## config.mk

```make
export PLATFORM = sky130hd
export DESIGN_NAME = wdt_timer
export DESIGN_NICKNAME = d
export VERILOG_FILES = /design/src/rtl/wdt_pkg.sv /design/src/rtl/wdt_prescaler.sv /design/src/rtl/wdt_countdown.sv /design/src/rtl/wdt_timer.sv
export SDC_FILE = /design/constraint.sdc
export NUM_CORES = 1
export LEC_CHECK = 0
export ABC_AREA = 1
export BUFFER_PORTS_ARGS = -buffer_cell sky130_fd_sc_hd__buf_2
export CORE_MARGIN = 1.5
export CORE_UTILIZATION = 58
export CTS_CLUSTER_SIZE = 14
export DETAILED_ROUTE_END_ITERATION = 8
export PLACE_DENSITY = 0.81
export SETUP_SLACK_MARGIN = 0.2
export SYNTH_ARGS = -nofsm -noshare
export SYNTH_HDL_FRONTEND = slang
export SYNTH_HIERARCHICAL = 1
export SYNTH_SLANG_ARGS = --single-unit
```

## constraint.sdc

```tcl
create_clock -name clk_i -period 2.4 [get_ports clk_i]
set_input_delay 0 -clock clk_i [delete_from_list [all_inputs] [get_ports clk_i]]
set_output_delay 0 -clock clk_i [all_outputs]
set_load 0.005 [all_outputs]
```

## src/rtl/wdt_pkg.sv

```systemverilog
package wdt_pkg;
  localparam int unsigned TIMEOUT_W = 16;
  localparam int unsigned DATA_W    = 32;
  localparam int unsigned ADDR_W    = 3;
  // control bit positions
  localparam int unsigned CB_RUN    = 0;
  localparam int unsigned CB_FIRED  = 1;
  localparam int unsigned CB_ACTION = 2;
  localparam int unsigned CB_STRAP  = 3;
  localparam int unsigned CB_RELOAD = 7;
  // address bit that selects the count register
  localparam int unsigned SEL_BIT   = 2;

  typedef struct packed {
    logic strap;
    logic action;
    logic fired;
    logic run;
  } ctrl_view_t;
endpackage

```

## src/rtl/wdt_prescaler.sv

```systemverilog
module wdt_prescaler #(
  parameter int unsigned CLKS_PER_TICK = 125_000_000,
  parameter int unsigned SEL_W         = 2
) (
  input  logic             clk_i,
  input  logic             rst_ni,
  input  logic             en_i,
  input  logic             clear_i,
  input  logic [SEL_W-1:0] sel_i,
  output logic             tick_o
);
  localparam int unsigned CNT_W = $clog2(CLKS_PER_TICK + 1);

  logic [CNT_W-1:0] cnt_q, per_raw, period;

  always_comb begin
    per_raw = CNT_W'(CLKS_PER_TICK) >> sel_i;
    period  = (per_raw == '0) ? CNT_W'(1) : per_raw;
    // >= keeps the tick alive if the resolution shrinks mid-period
    tick_o  = en_i && (cnt_q >= period - CNT_W'(1));
  end

  always_ff @(posedge clk_i or negedge rst_ni) begin
    if (!rst_ni)                          cnt_q <= '0;
    else if (!en_i || clear_i || tick_o) cnt_q <= '0;
    else                                  cnt_q <= cnt_q + CNT_W'(1);
  end

  assert_idle_clear_R5: assert property (@(posedge clk_i) disable iff (!rst_ni)
    !en_i |=> cnt_q == '0);
endmodule

```

## src/rtl/wdt_countdown.sv

```systemverilog
module wdt_countdown #(
  parameter int unsigned WIDTH = 16
) (
  input  logic             clk_i,
  input  logic             rst_ni,
  input  logic             load_i,
  input  logic [WIDTH-1:0] load_val_i,
  input  logic             tick_i,
  output logic             zero_o
);
  logic [WIDTH-1:0] cnt_q;

  always_ff @(posedge clk_i or negedge rst_ni) begin
    if (!rst_ni)                      cnt_q <= '1;
    else if (load_i)                  cnt_q <= load_val_i;
    else if (tick_i && cnt_q != '0)   cnt_q <= cnt_q - WIDTH'(1);
  end

  assign zero_o = (cnt_q == '0);

  assert_step_R5: assert property (@(posedge clk_i) disable iff (!rst_ni)
    !load_i |=> (cnt_q == $past(cnt_q)) || (cnt_q == $past(cnt_q) - WIDTH'(1)));
  assert_load_R4: assert property (@(posedge clk_i) disable iff (!rst_ni)
    load_i |=> cnt_q == $past(load_val_i));
endmodule

```

## src/rtl/wdt_timer.sv

```systemverilog
module wdt_timer
  import wdt_pkg::*;
#(
  parameter int unsigned CLKS_PER_TICK = 125_000_000,
  parameter int unsigned RES_SEL_W     = 2
) (
  input  logic                 clk_i,
  input  logic                 rst_ni,
  input  logic                 req_i,
  input  logic                 we_i,
  input  logic [ADDR_W-1:0]    addr_i,
  input  logic [DATA_W-1:0]    wdata_i,
  output logic [DATA_W-1:0]    rdata_o,
  input  logic [RES_SEL_W-1:0] res_sel_i,
  input  logic                 disable_strap_i,
  output logic                 reset_req_o,
  output logic                 shutdown_req_o
);
  localparam int unsigned VIEW_W = $bits(ctrl_view_t);

  logic                 ctrl_wr, cnt_wr, reload, expire, tick, zero;
  logic                 run_q, fired_q, action_q, rst_pulse_q, sd_pulse_q;
  logic [TIMEOUT_W-1:0] count_q;
  ctrl_view_t           view;

  assign ctrl_wr = req_i && we_i && !addr_i[SEL_BIT];
  assign cnt_wr  = req_i && we_i &&  addr_i[SEL_BIT];
  assign reload  = ctrl_wr && wdata_i[CB_RELOAD];
  // a control write in the same cycle takes precedence over expiry
  assign expire  = run_q && zero && !disable_strap_i && !ctrl_wr;

  wdt_prescaler #(.CLKS_PER_TICK(CLKS_PER_TICK), .SEL_W(RES_SEL_W)) u_presc (
    .clk_i, .rst_ni, .en_i(run_q), .clear_i(reload), .sel_i(res_sel_i), .tick_o(tick)
  );

  wdt_countdown #(.WIDTH(TIMEOUT_W)) u_cnt (
    .clk_i, .rst_ni, .load_i(reload), .load_val_i(count_q), .tick_i(tick), .zero_o(zero)
  );

  always_ff @(posedge clk_i or negedge rst_ni) begin
    if (!rst_ni) begin
      run_q       <= 1'b0;
      fired_q     <= 1'b0;
      action_q    <= 1'b0;
      count_q     <= '1;
      rst_pulse_q <= 1'b0;
      sd_pulse_q  <= 1'b0;
    end else begin
      if (disable_strap_i) run_q <= 1'b0;
      else if (ctrl_wr)    run_q <= wdata_i[CB_RUN];
      else if (expire)     run_q <= 1'b0;

      if (expire)                              fired_q <= 1'b1;
      else if (ctrl_wr && wdata_i[CB_FIRED])   fired_q <= 1'b0;

      if (ctrl_wr) action_q <= wdata_i[CB_ACTION];
      if (cnt_wr)  count_q  <= wdata_i[TIMEOUT_W-1:0];

      rst_pulse_q <= expire && !action_q;
      sd_pulse_q  <= expire &&  action_q;
    end
  end

  always_comb begin
    view = '{strap: disable_strap_i, action: action_q, fired: fired_q, run: run_q};
    if (addr_i[SEL_BIT]) rdata_o = DATA_W'(count_q);
    else                 rdata_o = DATA_W'(view[VIEW_W-1:0]);
  end

  assign reset_req_o    = rst_pulse_q;
  assign shutdown_req_o = sd_pulse_q;

  assert_single_cycle_R6: assert property (@(posedge clk_i) disable iff (!rst_ni)
    (reset_req_o || shutdown_req_o) |=> !reset_req_o && !shutdown_req_o);
  assert_halt_after_fire_R6: assert property (@(posedge clk_i) disable iff (!rst_ni)
    (reset_req_o || shutdown_req_o) |-> !run_q && fired_q);
  assert_fired_sticky_R8: assert property (@(posedge clk_i) disable iff (!rst_ni)
    fired_q && !(ctrl_wr && wdata_i[CB_FIRED]) |=> fired_q);
  assert_strap_quiet_R9: assert property (@(posedge clk_i) disable iff (!rst_ni)
    disable_strap_i |=> !reset_req_o && !shutdown_req_o && !run_q);
  assert_action_route_R7: assert property (@(posedge clk_i) disable iff (!rst_ni)
    shutdown_req_o |-> $past(action_q));
endmodule

```

Yosys cells after proc, flatten, opt, wreduce, memory -nomap -nowiden
Cells that the tools add are included.
{"block": "word_totals", "reg_bits": 64, "inputBits": 42, "output_inout_bits": 34}
{"block": "op_classes", "n_addsub": 3, "n_lt_le_gt_ge": 1, "n_shift": 1, "mux": 10, "reduce_logical": 25}
{"op": "two-way mux 27 bit", "count": 2}
{"op": "two-way mux 16 bit", "count": 3}
{"op": "adder 27 x 1 -> 27 bit, second input constant", "count": 1}
{"op": ">= comparator 27 bit", "count": 1}
{"op": "logical NOT 27 bit", "count": 1}
{"op": "right shift 27 x 2 -> 27 bit, first input constant", "count": 1}
{"op": "subtractor 27 x 1 -> 27 bit, second input constant", "count": 1}
{"op": "logical NOT 16 bit", "count": 1}
{"op": "nonzero test 16 bit", "count": 1}
{"op": "subtractor 16 x 1 -> 16 bit, second input constant", "count": 1}
{"op": "logical AND 1 bit", "count": 12}
{"op": "logical NOT 1 bit", "count": 5}
{"op": "two-way mux 1 bit", "count": 5}
{"op": "nonzero test 2 bit", "count": 2}
{"op": "nonzero test 3 bit", "count": 1}
{"op": "logical OR 1 bit", "count": 2}

Longest topological paths before layout
{"block": "logic_depth", "depth_word": 9, "depth_mapped": 22}

Hierarchy
Netlist, hierarchy kept.
{"mod": "wdt_prescaler", "instances": 1, "cells_each": 313, "area_per_inst_um2": 2354.8, "seq_area_each_um2": 675.6}
{"mod": "wdt_countdown", "instances": 1, "cells_each": 183, "area_per_inst_um2": 1275.0, "seq_area_each_um2": 420.4}
{"mod": "wdt_timer", "instances": 1, "cells_each": 144, "area_per_inst_um2": 1208.7, "seq_area_each_um2": 545.5}

Least setup slack after synthesis
No wires, ideal clock.
{"block": "synth_path", "kind": "input-to-reg", "from": "input res_sel_i[1]", "to": "register u_cnt.cnt_q[6]", "setup_ns": 0.076, "t_arrival_ns": 2.053, "required_time_ns": 2.324, "path_slack_ns": 0.271, "cell_stages": 21, "path_cell_list": "inv_1 > ha_1 > inv_1 > nand4_1 > xnor2_1 > ha_1 > nand2_1 > nand2_1 > nand2_1 > nand2_1 > nand2_1 > nand2_1 > a21oi_4 > nand3_1 > nand2_1 > inv_1 > nand2_4 > nand2_4 > buf_6 > nand2_2 > o21ai_2"}
{"block": "synth_via", "elab_chain_cells": 8}
{"item": "start, declared", "line": "wdt_timer.sv:14", "text": "input logic [RES_SEL_W-1:0] res_sel_i,"}
{"item": "right shift 27 x 2 -> 27 bit (*)", "line": "wdt_prescaler.sv:17", "text": "per_raw = CNT_W'(CLKS_PER_TICK) >> sel_i;"}
{"item": "logical NOT 27 bit", "line": "wdt_prescaler.sv:18", "text": "period = (per_raw == '0) ? CNT_W'(1) : per_raw;"}
{"item": "two-way mux 27 bit (*)", "line": "wdt_prescaler.sv:18"}
{"item": "subtractor 27 x 1 -> 27 bit (*)", "line": "wdt_prescaler.sv:20", "text": "tick_o = en_i && (cnt_q >= period - CNT_W'(1));"}
{"item": ">= comparator 27 bit (*)", "line": "wdt_prescaler.sv:20"}
{"item": "logical AND 1 bit (*)", "line": "wdt_prescaler.sv:20"}
{"item": "via tick", "line": "wdt_timer.sv:21", "text": "logic ctrl_wr, cnt_wr, reload, expire, tick, zero;"}
{"item": "logical AND 1 bit (*)", "line": "wdt_countdown.sv:16", "text": "else if (tick_i && cnt_q != '0) cnt_q <= cnt_q - WIDTH'(1);"}
{"item": "nonzero test 2 bit (no source line) (*)"}
{"item": "end signal, assigned", "line": "wdt_countdown.sv:15", "text": "else if (load_i) cnt_q <= load_val_i;"}
{"item": "end signal, assigned", "line": "wdt_countdown.sv:16"}
{"item": "end, declared", "line": "wdt_countdown.sv:11", "text": "logic [WIDTH-1:0] cnt_q;"}
Mark *: on every way through the listed nets, which the timed path passes. The rest lies on a longest branch.
A chain may end at the register's enable or synchronous reset.

Worst setup path after layout
{"block": "layout_path", "from": "register u_cnt.cnt_q[1]", "to": "register fired_q"}
{"block": "layout_via", "elab_chain_cells": 5}
{"item": "logical NOT 16 bit (*)", "line": "wdt_countdown.sv:19", "text": "assign zero_o = (cnt_q == '0);"}
{"item": "via zero", "line": "wdt_timer.sv:21"}
{"item": "logical AND 1 bit (*) (3 in series)", "line": "wdt_timer.sv:30", "text": "assign expire = run_q && zero && !disable_strap_i && !ctrl_wr;"}
{"item": "two-way mux 1 bit or nonzero test 2 bit (tied branches)"}
{"item": "end signal, assigned", "line": "wdt_timer.sv:43", "text": "fired_q <= 1'b0;"}
{"item": "end signal, assigned", "line": "wdt_timer.sv:53", "text": "if (expire) fired_q <= 1'b1;"}
{"item": "end signal, assigned", "line": "wdt_timer.sv:54", "text": "else if (ctrl_wr && wdata_i[CB_FIRED]) fired_q <= 1'b0;"}
{"item": "end, declared", "line": "wdt_timer.sv:22", "text": "logic run_q, fired_q, action_q, rst_pulse_q, sd_pulse_q;"}
Marks and branches as above.

==> metrics.txt <==
VDD IR max 0.000433 V; met2 routed WL 5180 um; Via density 5.20; Inst Count DP 787; Post-synth top flop dfstp_2; clock buffer depth 2; Area after DPL 5130 um^2; worst endpoint required time 2.68 ns; Reg2Reg Depth 12; crit path launch type flop; max-cap violations 0; Final Max Tran Viols 0; fmax 476 MHz; register area share after synthesis 0.339; synthesized-area fraction occupied by ao, oa, aoi and oai cells 0.0641; M1 WL 5180 um; gr usage total 0.263; hold_ws 0.0917 ns; Final GP Congestion 0.937; P&R area growth vs syn 18.2%; Simple-Gate Fraction of Synth Area 0.341; most area-consuming cells after synthesis dfstp_2 17%, dfrtp_1 17%, nand2_1 13%; Synth Warn # 6; Rows 33; RSZ-0062 raised after global routing false; leak pwr 2.83 nW; initial core utilization 0.595; n_diodes 0; pwr dens 578 nW/um^2; status complete, no violations; Tmin final 2.10 ns; CP endpoint kind flop; drt pass-1 iters 5; setup violators final 0; Post-Layout Cell Count 829; Worst-Margin Slew 0.620 ns; worst r2r dst fired_q; Final Cycle Share 0.876; port bufs 41; Worst Path Arrival 2.38 ns; Layout Nets 796; Hold Path Class in2reg; crit path kind reg2reg; H-tree depth 3; Crit Path Max Fanout 3; largest family of logic cells by synthesized area simple AND/OR/NAND/NOR gates; RR Startpoint u_cnt/cnt_q[1]; Final Hold Fails 0; routed len/inst 13.5 um; # IOs 76; DR vias 4308; CTS Root Cell clkbuf_8; Reg clk slew, reported paths 0.07 ns; post-synthesis cell count 640; post-synthesis mux area share 0; EDFF count, synth 0; FF-to-FF setup slack 0.30 ns; aggregate global routing overflow 0; Synth Area in XOR/XNOR 0.0489; Clk Latency, worst-skew pair 0.35 ns; DR DRC count 0; Hold Path Depth 3; Antenna Violating Nets Remaining 0; initial antenna violation count 0; largest net degree at the start of global routing 40; adder-cell area share of the yosys netlist 0.0905; final wirelength 11200 um; TritonCTS clock tree done; clk sinks 64; Die Width 94.3 um; Hold Crit Start req_i; initial drt markers 313; WL met3 609 um; Hold EP action_q; Slew HR 0.586; Final Util 0.703; largest area contributor in the netlist dfstp_2; Die ar. 8900 um^2; vias in the first global route 4030; Synth top area share 0.174; synth unique cells 36; Mapped Area 4840 um^2; Core Footprint 8130 um^2; overall die height 94.3 um; post-route cell area 5720 um^2; most numerous cell in the Yosys netlist nand2_1; register bit total from synthesis 64; FFs w/ async S/R, synth 1.00; layout cells sized above 1 0.289; final clock skew 0.0145 ns; Post-DP HPWL 7960 um; Post-synth top cells 166 x nand2_1, 83 x inv_1, 82 x nor2_1, 41 x nand3_1, 35 x ha_1; first-pass GRT wire length 18200 um; CTS Buf Count 9; Avg Cell Area, Syn 7.56 um^2; top sig layer met4
what timing repair did:
action / in CTS / in global routing
endpoints found under the setup margin: 0 / 20
setup buffers: 0 / 8
gates resized for setup: 0 / 31
hold buffers: 18 / 0
endpoints found under the hold margin: 40 / 0
worst max-delay path, stage by stage, from the launching register on:
cell and delay [ns]:
dfstp_2 0.37, inv_1 0.11, ha_4 0.17, inv_1 0.07, nor2_4 0.11, nand3_2 0.11, nor2_4 0.15, nand2_2 0.09
nor4_4 0.34, nand2_1 0.14, nor2_1 0.16, nand2_2 0.10, a21oi_2 0.11
worst max path at each step:
stage	start	to	slack (ns)	cells after the start
finish	u_cnt/cnt_q[1]	fired_q	0.30	12
global route	u_cnt/cnt_q[1]	fired_q	0.14	12
CTS	u_presc/cnt_q[18]	u_cnt/cnt_q[0]	0.21	13
detailed placement	res_sel_i[1]	u_cnt/cnt_q[4]	-0.02	21
global placement	res_sel_i[1]	u_cnt/cnt_q[4]	0.08	21
floorplan	res_sel_i[1]	u_cnt/cnt_q[6]	0.27	21
cell type report:
| type | count | area [um^2] |
|---|---|---|
| Clock buffer | 10 | 149 |
| Clock inverter | 6 | 87.6 |
| Fill cell | 604 | 2410 |
| Inverter | 87 | 327 |
| Multi-Input combinational cell | 476 | 2790 |
| Sequential cell | 64 | 1660 |
| Tap cell | 105 | 131 |
| Timing Repair Buffer | 81 | 576 |
state kept, by name (all words and copies together), names as in the netlist:
name and count:
action_q 1, fired_q 1, run_q 1, count_q 16
u_cnt/cnt_q 16, u_presc/cnt_q 27, shutdown_req_o 1, reset_req_o 1
logic make-up (layout without fill, tap and decap cells):
logic type	Yosys count	after routing
flops	64	64
buf+inv	115	184
other cells	2	17
compound gates	42	42
fa+ha+maj	35	35
simple gates	355	355
xor+xnor	27	27
through the flow:
step | TNS, ns | setup slack, ns | power, mW
floorplan | 0 | 0.271 | 1.95
global placement | 0 | 0.0774 | 2.10
detailed placement | -0.0176 | -0.0162 | 2.14
CTS | 0 | 0.211 | 3.27
global route | 0 | 0.136 | 3.49
finish | 0 | 0.297 | 3.30
cells in the final DEF, fill, tap and decap left out, types with 2 or more instances in the layout:
master / instances
a21o_1: 3
a21oi_1: 8
a21oi_2: 3
buf_12: 2
buf_2: 41
buf_4: 20
bufinv_16: 2
clkbuf_8: 9
conb_1: 17
dfrtp_1: 20
dfrtp_2: 12
dfstp_2: 32
dlygate4sd3_1: 18
ha_1: 31
ha_4: 4
inv_1: 80
inv_2: 7
nand2_1: 164
nand2_2: 11
nand2_4: 2
nand3_1: 40
nand3_2: 8
nand4_1: 14
nor2_1: 78
nor2_2: 13
nor2_4: 5
nor3_1: 6
nor3_2: 4
o21ai_0: 7
o21ai_2: 19
or2_2: 5
xnor2_1: 10
xor2_1: 17
routing by layer:
metal | vias up | global-route usage
met1 | 2014 | 0.360
li1 | 2127 | -
met5 | - | 0
met4 | 0 | 0.108
met3 | 19 | 0.0507
met2 | 148 | 0.411
report_power, final:
part           total [mW]  leakage (nW)  switching, mW  internal [mW]
combinational       0.780          1.95          0.461          0.319
clock                1.10         0.118          0.453          0.650
sequential           1.42         0.760          0.140           1.28
total                3.30          2.83           1.05           2.25
(Power assumes the default switching activity.)
